==> src/rtl/mpu_seg_pkg.sv <==
package mpu_seg_pkg;

    localparam logic [31:0] ATTR_KEEP = 32'h001F_FF00;
    localparam int          RIGHTS_LO = 8;

    typedef enum logic [1:0] {
        ACC_LOAD  = 2'd0,
        ACC_STORE = 2'd1,
        ACC_FETCH = 2'd2,
        ACC_NONE  = 2'd3
    } acc_kind_e;

    typedef struct packed {
        logic r;
        logic w;
        logic x;
    } perm_t;

    // Rights code to permission; priv selects the ring-0 table.
    function automatic perm_t decode_rights(input logic [3:0] code, input logic priv);
        perm_t p;
        p = '0;
        if (priv) begin
            unique case (code)
                4'd4, 4'd12:        p = '{r: 1'b1, w: 1'b0, x: 1'b0};
                4'd5, 4'd13:        p = '{r: 1'b1, w: 1'b0, x: 1'b1};
                4'd6, 4'd9, 4'd10,
                4'd14:              p = '{r: 1'b1, w: 1'b1, x: 1'b0};
                4'd7, 4'd11, 4'd15: p = '{r: 1'b1, w: 1'b1, x: 1'b1};
                4'd8:               p = '{r: 1'b0, w: 1'b1, x: 1'b0};
                default:            p = '0;
            endcase
        end else begin
            unique case (code)
                4'd8:         p = '{r: 1'b0, w: 1'b1, x: 1'b0};
                4'd9, 4'd15:  p = '{r: 1'b1, w: 1'b1, x: 1'b1};
                4'd10, 4'd12: p = '{r: 1'b1, w: 1'b0, x: 1'b0};
                4'd11, 4'd13: p = '{r: 1'b1, w: 1'b0, x: 1'b1};
                4'd14:        p = '{r: 1'b1, w: 1'b1, x: 1'b0};
                default:      p = '0;
            endcase
        end
        return p;
    endfunction

endpackage

==> src/rtl/mpu_fg_match.sv <==
module mpu_fg_match #(
    parameter int N  = 8,
    parameter int IW = 3
) (
    input  logic [N-1:0][31:0] starts,
    input  logic [31:0]        addr,
    output logic               multi,
    output logic               single,
    output logic [IW-1:0]      idx
);
    logic [N-1:0] hit;
    logic         found;

    for (genvar i = 0; i < N; i++) begin : g_seg
        if (i == N - 1) begin : g_last
            assign hit[i] = (addr >= starts[i]);
        end else begin : g_mid
            assign hit[i] = (addr >= starts[i]) && (addr < starts[i+1]);
        end
    end

    always_comb begin
        idx   = '0;
        found = 1'b0;
        for (int i = 0; i < N; i++) begin
            if (hit[i] && !found) begin
                idx   = IW'(i);
                found = 1'b1;
            end
        end
    end

    assign multi  = ($countones(hit) > 1);
    assign single = ($countones(hit) == 1);

endmodule

==> src/rtl/mpu_bg_map.sv <==
module mpu_bg_map #(
    parameter int              N      = 4,
    parameter logic [N*32-1:0] STARTS = '0,
    parameter logic [N*32-1:0] ATTRS  = '0
) (
    input  logic [31:0] addr,
    output logic [31:0] attr
);
    logic [N-1:0] hit;

    for (genvar i = 0; i < N; i++) begin : g_bg
        if (i == N - 1) begin : g_last
            assign hit[i] = (addr >= STARTS[i*32 +: 32]);
        end else begin : g_mid
            assign hit[i] = (addr >= STARTS[i*32 +: 32]) && (addr < STARTS[(i+1)*32 +: 32]);
        end
    end

    always_comb begin
        attr = '0;
        for (int i = 0; i < N; i++) begin
            if (hit[i]) attr = ATTRS[i*32 +: 32];
        end
    end

endmodule

==> src/rtl/mpu_rights_decode.sv <==
module mpu_rights_decode
    import mpu_seg_pkg::*;
(
    input  logic [3:0] code,
    input  logic [1:0] ring,
    input  logic [1:0] kind,
    input  logic       block,
    output logic [2:0] perm,
    output logic       granted
);
    perm_t     p;
    acc_kind_e k;

    always_comb begin
        p = block ? perm_t'(3'b000) : decode_rights(code, ring == 2'd0);
        k = acc_kind_e'(kind);
        unique case (k)
            ACC_LOAD:  granted = p.r;
            ACC_STORE: granted = p.w;
            ACC_FETCH: granted = p.x;
            default:   granted = 1'b0;
        endcase
        perm = p;
    end

endmodule

==> src/rtl/mpu_segment_unit.sv <==
module mpu_segment_unit
    import mpu_seg_pkg::*;
#(
    parameter int                   NUM_FG    = 8,
    parameter int                   ALIGN_LOG2 = 12,
    parameter int                   NUM_BG    = 4,
    parameter logic [NUM_BG*32-1:0] BG_START  = {32'hC000_0000, 32'h8000_0000,
                                                 32'h4000_0000, 32'h0000_0000},
    parameter logic [NUM_BG*32-1:0] BG_ATTR   = {32'h0000_0000, 32'h0000_0A00,
                                                 32'h0001_2D00, 32'h0000_0700}
) (
    input  logic        clk,
    input  logic        rst_n,
    input  logic        seg_wr_en,
    input  logic [31:0] seg_wr_ctl,
    input  logic [31:0] seg_wr_addr,
    input  logic        mask_wr_en,
    input  logic [31:0] mask_wr_data,
    input  logic [4:0]  rd_idx,
    output logic [31:0] rd_start_word,
    output logic [31:0] rd_attr_word,
    input  logic [31:0] chk_addr,
    input  logic [1:0]  chk_ring,
    input  logic [1:0]  chk_kind,
    output logic        chk_fault,
    output logic        chk_granted,
    output logic [2:0]  chk_perm,
    input  logic [31:0] prb_addr,
    output logic [31:0] prb_result,
    output logic        prb_fault
);
    localparam int          IW         = (NUM_FG > 1) ? $clog2(NUM_FG) : 1;
    localparam logic [31:0] ALIGN_MASK = ~((32'd1 << ALIGN_LOG2) - 32'd1);
    localparam logic [31:0] PRB_VALID  = 32'h8000_0000;
    localparam logic [31:0] PRB_BG     = 32'h4000_0000;

    typedef struct packed {
        logic [NUM_FG-1:0][31:0] start;
        logic [NUM_FG-1:0][31:0] attr;
        logic [NUM_FG-1:0]       en;
    } seg_state_t;

    seg_state_t state_d, state_q;

    logic          wr_in_range;
    logic [IW-1:0] wr_sel;
    logic          rd_in_range;
    logic [IW-1:0] rd_sel;

    assign wr_in_range = (int'(seg_wr_ctl[4:0]) < NUM_FG);
    assign wr_sel      = seg_wr_ctl[IW-1:0];
    assign rd_in_range = (int'(rd_idx) < NUM_FG);
    assign rd_sel      = rd_idx[IW-1:0];

    always_comb begin
        state_d = state_q;
        if (mask_wr_en) begin
            state_d.en = mask_wr_data[NUM_FG-1:0];
        end
        if (seg_wr_en && wr_in_range) begin
            state_d.start[wr_sel] = seg_wr_addr & ALIGN_MASK;
            state_d.attr[wr_sel]  = seg_wr_ctl & ATTR_KEEP;
            state_d.en[wr_sel]    = seg_wr_addr[0];
        end
    end

    always_ff @(posedge clk or negedge rst_n) begin
        if (!rst_n) begin
            state_q <= '0;
        end else begin
            state_q <= state_d;
        end
    end

    // Read-back path
    always_comb begin
        rd_start_word = '0;
        rd_attr_word  = '0;
        if (rd_in_range) begin
            rd_start_word = state_q.start[rd_sel] | {31'd0, state_q.en[rd_sel]};
            rd_attr_word  = state_q.attr[rd_sel];
        end
    end

    // Access check path
    logic          c_multi, c_single;
    logic [IW-1:0] c_idx;
    logic [31:0]   c_bg_attr, c_attr;
    logic          c_use_fg;

    mpu_fg_match #(.N(NUM_FG), .IW(IW)) u_chk_match (
        .starts (state_q.start),
        .addr   (chk_addr),
        .multi  (c_multi),
        .single (c_single),
        .idx    (c_idx)
    );

    mpu_bg_map #(.N(NUM_BG), .STARTS(BG_START), .ATTRS(BG_ATTR)) u_chk_bg (
        .addr (chk_addr),
        .attr (c_bg_attr)
    );

    assign c_use_fg = c_single && state_q.en[c_idx];
    assign c_attr   = c_use_fg ? state_q.attr[c_idx] : c_bg_attr;

    mpu_rights_decode u_rights (
        .code    (c_attr[RIGHTS_LO +: 4]),
        .ring    (chk_ring),
        .kind    (chk_kind),
        .block   (c_multi),
        .perm    (chk_perm),
        .granted (chk_granted)
    );

    assign chk_fault = c_multi;

    // Probe path
    logic          p_multi, p_single;
    logic [IW-1:0] p_idx;
    logic [31:0]   p_bg_attr;
    logic [31:0]   p_idx_word;

    mpu_fg_match #(.N(NUM_FG), .IW(IW)) u_prb_match (
        .starts (state_q.start),
        .addr   (prb_addr),
        .multi  (p_multi),
        .single (p_single),
        .idx    (p_idx)
    );

    mpu_bg_map #(.N(NUM_BG), .STARTS(BG_START), .ATTRS(BG_ATTR)) u_prb_bg (
        .addr (prb_addr),
        .attr (p_bg_attr)
    );

    assign p_idx_word = {{(32-IW){1'b0}}, p_idx};

    always_comb begin
        if (p_multi) begin
            prb_result = '0;
        end else if (p_single && state_q.en[p_idx]) begin
            prb_result = state_q.attr[p_idx] | p_idx_word | PRB_VALID;
        end else if (p_single) begin
            prb_result = p_bg_attr | p_idx_word;
        end else begin
            prb_result = p_bg_attr | PRB_BG;
        end
    end

    assign prb_fault = p_multi;

endmodule

==> config.mk <==
export PLATFORM = sky130hd
export DESIGN_NAME = mpu_segment_unit
export DESIGN_NICKNAME = d
export VERILOG_FILES = /design/src/rtl/mpu_seg_pkg.sv /design/src/rtl/mpu_fg_match.sv /design/src/rtl/mpu_bg_map.sv /design/src/rtl/mpu_rights_decode.sv /design/src/rtl/mpu_segment_unit.sv
export SDC_FILE = /design/constraint.sdc
export NUM_CORES = 1
export LEC_CHECK = 0
export CAP_MARGIN = 0
export CORE_MARGIN = 4
export CORE_UTILIZATION = 60
export CTS_CLUSTER_SIZE = 24
export DETAILED_ROUTE_END_ITERATION = 6
export DONT_BUFFER_PORTS = 1
export PLACE_DENSITY = 0.76
export SLEW_MARGIN = 10
export SYNTH_ARGS = -nofsm -noshare
export SYNTH_HDL_FRONTEND = slang
export SYNTH_SLANG_ARGS = --single-unit
export TNS_END_PERCENT = 1
==> constraint.sdc <==
create_clock -name clk -period 8.7 [get_ports clk]
set_input_delay 0.87 -clock clk [delete_from_list [all_inputs] [get_ports clk]]
set_output_delay 0.87 -clock clk [all_outputs]
set_load 0.02 [all_outputs]
==> results.yml, run 1 <==
min_path:
  hold_class: "input port to asynchronous set/reset pin"
critical_path:
  worst-setup-path-type: "flop to output port"
  timing.critical_path.buf_inv: 4
  worstPathMaxFanout: 9
  rr_worst_depth: 2
  critical_path.top_delay_family: "compound AO/OA/AOI/OAI gates"
  r2r_slack_ns: 7.84
  cp.required_ns: 7.83
  cp_slowest_cell: "fa_1"
  cp-start-kind: "flop"
  r2r-start: "state_q[6]"
  cp_common_cell: "a21o_1"
  worstSetupEndpointType: "output port"
  r2r_end: "state_q[6]"
  slowest_delay_ns: 0.52
  crit_arrival_ns: 7.56
routing:
  wirelength_um: 63300
  wire_per_inst_um: 24.6
  viasPerCell: 6.52
  num_vias: 16800
  route.detailed.drc: 0
  first_pass_iters: 7
  first_iter_violations: 1215
  drtAntennaViolNets: 0
layout:
  area_growth_pct: 6.24
  fin_area_um2: 23600
  num_antenna_cells: 0
  final_common_cell: "ha_1"
  fillers: 2904
  regMostFlops: "state_q"
  final_cell_mix: "ha_1, dfrtp_1, mux2_2, inv_1, nor2_1"
  drive_gt1_share_pct: 19.9
  largest_reg_flops: 272
  fin_nets: 2597
  post-route-util_pct: 64.5
  top_regs: "state_q x272"
floorplanning:
  rows: 70
  die_area_um2: 40200
  die_w_um: 200
  pin_count: 275
  core_region_area_um2: 36600
  die_height_um: 200
  start_util_pct: 60.7
global_routing:
  grt_usage_pct: 30.7
  grt_max_degree: 273
  grt_overflow_total: 0
  grt_pass1_wl_um: 98200
  antenna_found_initial: 1
  grt_pass1_vias: 17200
synth:
  syn_inst: 2097
  syn_avg_cell_area_um2: 10.6
  netlist_top_cells_area: "dfrtp_1, ha_1, mux2_2"
  syn-cell-area_um2: 22200
  yosysTopAreaCell: "dfrtp_1"
  ys_ff_latch: 272
  synthFlopType: "dfrtp_1"
  synth-seq-area-share_pct: 30.6
  synth-async-reset-ratio_pct: 100
  synth-edff-count: 0
  yosysUniqueCellTypes: 83
  ys_warn_count: 0
  synth_top_area_share_pct: 30.6
sta:
  worst_pin_slew_ns: 1.07
  rsz0062_at_grt: "yes"
  slew_viol_final: 0
  setup_viol: 0
  hold_viol_final: 0
  maxSlewHeadroom_pct: 28.6
  clock.fmax_ghz: 0.119
  final.period_utilization_pct: 96.9
  hold_ws_ns: 0.220
  fin_skew_ns: 0
  min_period_ns: 8.43
  setup_tns_ns: 0
clocking:
  post_cts_buffers: 0
  clkLatencyLatePin_ns: 0.58
  clkTransAtPathRegs_ns: 0.06
  clk_path_buf_depth: 3
  cts_tree: "built"
  h-tree-depth: 1
  clockRootBuffer: "clkbuf_16"
  cts_buffers: 31
  clock-sinks: 272
status:
  status: "finished, final reports clean"
power_and_ir_drop:
  leakagePower_uw: 0.0113
  ir_drop_uv: 204
  power.density_nw_per_um2: 257
placement:
  port_buffers: 0
  place_hpwl_um: 44000
  place_area_um2: 22500
  place_congestion: 0.913
run:
  drv_cap: 0
==> where the power goes <==
group          switching (µW)  internal [µW]  leakage (µW)
sequential                195           1520       0.00340
combinational            1760           1270       0.00743
clock                     552            766      0.000502
==> cells in the mapped netlist (4+ instances only) <==
cell type and count:
a211o_1 5, a211oi_1 28, a21boi_0 4, a21o_1 66, a21oi_1 103, a221o_1 4
a221oi_1 7, a22oi_1 6, a31oi_1 7, and3_1 4, and4_1 11, buf_1 11
buf_4 47, buf_6 8, clkbuf_1 46, dfrtp_1 272, fa_1 8, ha_1 336
inv_1 192, mux2_2 235, mux2i_1 89, mux4_2 68, nand2_1 93, nand2b_1 14
nand3_1 20, nand3b_1 6, nand4_1 31, nor2_1 118, nor2b_1 15, nor3_1 14
o2111ai_1 4, o211ai_1 10, o21a_1 34, o21ai_0 94, o21ai_1 8, o22ai_1 7
o31a_1 4
==> layer usage <==
| layer | GRT usage, % | vias to the layer above | share of wire (%) |
|---|---|---|---|
| li1 | - | 7607 | - |
| met1 | 40.7 | 8307 | 41 |
| met2 | 50.4 | 701 | 47 |
| met3 | 5.82 | 153 | 8.0 |
| met4 | 11.8 | 2 | 4.1 |
| met5 | 0 | - | 0.016 |
==> cell families after synthesis <==
logic type	after synthesis	synth area share, %
other cells	1	0.0169
mux	393	22.9
xor+xnor	2	0.0788
compound gates	427	12.8
buf+inv	309	6.31
simple gates	349	7.62
flops	272	30.6
fa+ha+maj	344	19.6
==> worst max-delay path by stage <==
stage                                end    startpoint  depth (start not counted)
after CTS                    chk_granted  state_q[276]                         31
after global routing         chk_granted  state_q[276]                         31
after floorplan              chk_granted  chk_addr[12]                         30
final                     prb_result[10]  state_q[308]                         28
after global placement       chk_granted  chk_addr[12]                         30
after detailed placement     chk_granted  chk_addr[12]                         30
==> what timing repair did <==
| action | CTS | global route |
|---|---|---|
| hold buffers | 1 | 0 |
| endpoints found under the setup margin | 0 | 15 |
| resized for setup | 0 | 10 |
| hold endpoints to repair | 272 | 0 |
==> layout make-up <==
| type | instances | area [µm²] | share of cell area (%) |
|---|---|---|---|
| Clock inverter | 13 | 139 | 0.588 |
| Tap cell | 468 | 586 | 2.48 |
| Timing Repair Buffer | 24 | 233 | 0.986 |
| Sequential cell | 272 | 6810 | 28.8 |
| Clock buffer | 43 | 881 | 3.73 |
| Inverter | 192 | 721 | 3.05 |
| Multi-Input combinational cell | 1559 | 14200 | 60.3 |
==> worst register-to-register path: stages, from the launching register on <==
cell and delay, ns:
dfrtp_1 0.45, mux2i_1 0.17, o21ai_0 0.09
==> stage by stage <==
stage / instances / setup slack, ns / power, µW
final: 2571 / 0.268 / 6070
after global routing: 2571 / -0.0297 / 6470
after CTS: 2570 / 0.109 / 6020
after detailed placement: 2513 / 0.370 / 4640
after global placement: 2513 / 0.496 / 4520
after floorplan: 2140 / 1.00 / 3960
(Power assumes the default switching activity.)
==> run 2, diff against run 1 <==
==> constraint.sdc (replaced) <==
create_clock -name clk -period 8.7 [get_ports clk]
set_input_delay 2.175 -clock clk [delete_from_list [all_inputs] [get_ports clk]]
set_output_delay 2.175 -clock clk [all_outputs]
set_load 0.02 [all_outputs]
==> run 2 against run 1 <==
  * The flow now finishes with violations (setup timing)
  * Sequential power hardly changed
  * Fmax down 20%
  * Design area grew 6.3%
  * Wire length increased by 4.4%
  * First-iteration DRC count increased by 0.99%
  * Die area is the same
  * Critical path depth rose by 2
  * Clock power increased by 5%
==> results.yml, run 2 (synthesized netlist as in run 1, its figures left out) <==
min_path:
  hold_path_depth: 1
  hold_end: "state_q[118]"
  hold_class: "flop to flop"
  hp-start: "state_q[118]"
global_routing:
  antenna_found_initial: 1
  grt_overflow_total: 0
  grt_pass1_wl_um: 103000
  grt_usage_pct: 32.0
  grt_pass1_vias: 18500
  grt_max_degree: 273
layout:
  final_common_cell: "ha_1"
  fin_nets: 2757
  area_growth_pct: 12.9
  largest_reg_flops: 272
  final_cells: 2732
  final_cell_mix: "ha_1, dfrtp_1, mux2_2, inv_1, buf_4"
  num_antenna_cells: 0
  regMostFlops: "state_q"
  fin_area_um2: 25100
  drive_gt1_share_pct: 26.6
  top_regs: "state_q x272"
critical_path:
  rr_worst_depth: 2
  slowest_delay_ns: 0.50
  crit_arrival_ns: 8.31
  worstPathMaxFanout: 8
  r2r-start: "state_q[0]"
  worstSetupEndpointType: "output port"
  cp.required_ns: 6.53
  cp_slowest_cell: "fa_1"
  cp_common_cell: "o21a_1"
  worst-setup-path-type: "input port to output port"
  r2r_end: "state_q[0]"
  cp-start-kind: "input port"
  r2r_slack_ns: 7.80
sta:
  clock.fmax_ghz: 0.0954
  min_period_ns: 10.48
  final.period_utilization_pct: 120
  fin_ws_ns: -1.78
  rsz0062_at_grt: "yes"
  setup_viol: 24
  slew_viol_final: 0
  worst_pin_slew_ns: 1.05
  hold_viol_final: 0
  maxSlewHeadroom_pct: 29.7
  fin_skew_ns: 0
placement:
  place_hpwl_um: 46700
  place_area_um2: 23700
  dp_cells: 2665
  port_buffers: 0
  place_ws_ns: -1.81
  place_congestion: 0.961
routing:
  num_vias: 17600
  route.detailed.drc: 0
  drtAntennaViolNets: 0
  first_pass_iters: 6
  wire_per_inst_um: 24.2
  first_iter_violations: 1227
  wirelength_um: 66100
  viasPerCell: 6.46
run:
  drv_cap: 0
clocking:
  clockRootBuffer: "clkbuf_16"
  cts_buffers: 30
  clkTransAtPathRegs_ns: 0.06
  h-tree-depth: 1
  clock-sinks: 272
  clkLatencyLatePin_ns: 0.59
  clk_path_buf_depth: 3
  hold_buffers: 0
  cts_tree: "built"
floorplanning:
  die_w_um: 200
  rows: 70
  core_region_area_um2: 36600
  start_util_pct: 60.7
  pin_count: 275
  die_height_um: 200
  die_area_um2: 40200
power_and_ir_drop:
  power_uw: 7130
  ir_drop_uv: 223
  power.density_nw_per_um2: 284
  leakagePower_uw: 0.0122
status:
  failed_checks: "setup timing"
  status: "complete, but fails checks"
## run 2: how the worst max path moves through the flow
stage	from	to	slack [ns]	cells past startpoint
after floorplan	chk_addr[12]	chk_granted	-1.24	30
after global placement	chk_addr[12]	chk_granted	-1.66	30
after detailed placement	chk_addr[12]	chk_granted	-1.81	30
after CTS	chk_addr[12]	chk_granted	-1.74	30
after global routing	chk_addr[12]	chk_granted	-2.12	30
final	chk_addr[12]	chk_granted	-1.78	30
## run 2: final cells by class
class	count	area [µm²]
fillers	2748	11500
repair buffers	185	1500
multi-input cells	1559	14400
clock buffers	45	917
inverters	192	728
flip-flops and latches	272	6810
clock inverters	11	189
well taps	468	586
## run 2: what timing repair did
item                                    CTS  global route
endpoints found under the setup margin   24            24
resized for setup                        26            11
cloned                                    0             0
pin swaps                                16             9
buffers inserted                          9             2
## run 2: worst max-delay path, delay by kind of cell
| family | cells | cell delay [ns] |
|---|---|---|
| compound gates | 16 | 2.59 |
| fa+ha+maj | 6 | 1.99 |
| buf+inv | 1 | 0.12 |
| mux | 2 | 0.50 |
| simple gates | 5 | 0.93 |
## run 2: metrics by stage
| stage | hold WS (ns) | utilization, % | TNS, ns |
|---|---|---|---|
| 2_1_floorplan | 0.491 | - | -18.94 |
| 3_3_place_gp | 0.505 | 64.9 | -33.75 |
| 3_5_place_dp | 0.513 | 64.9 | -35.25 |
| 4_1_cts | 0.526 | 68.4 | -30.30 |
| 5_1_grt | 0.543 | 68.5 | -39.21 |
| 6_report | 0.524 | 68.5 | -31.81 |
## run 2: power by group
group | switching, µW | total (µW) | internal (µW)
Combinational | 2000 | 4010 | 2010
Sequential | 206 | 1730 | 1520
Clock | 545 | 1390 | 848
## run 2: routing by layer
layer  vias to the layer above  global-route usage, %  share of wire, %
met3                       179                   5.35               7.4
met1                      8804                   42.1                41
met4                         2                   11.8               4.0
met5                         -                      0             0.026
met2                       731                   53.8                48
li1                       7931                      -                 -
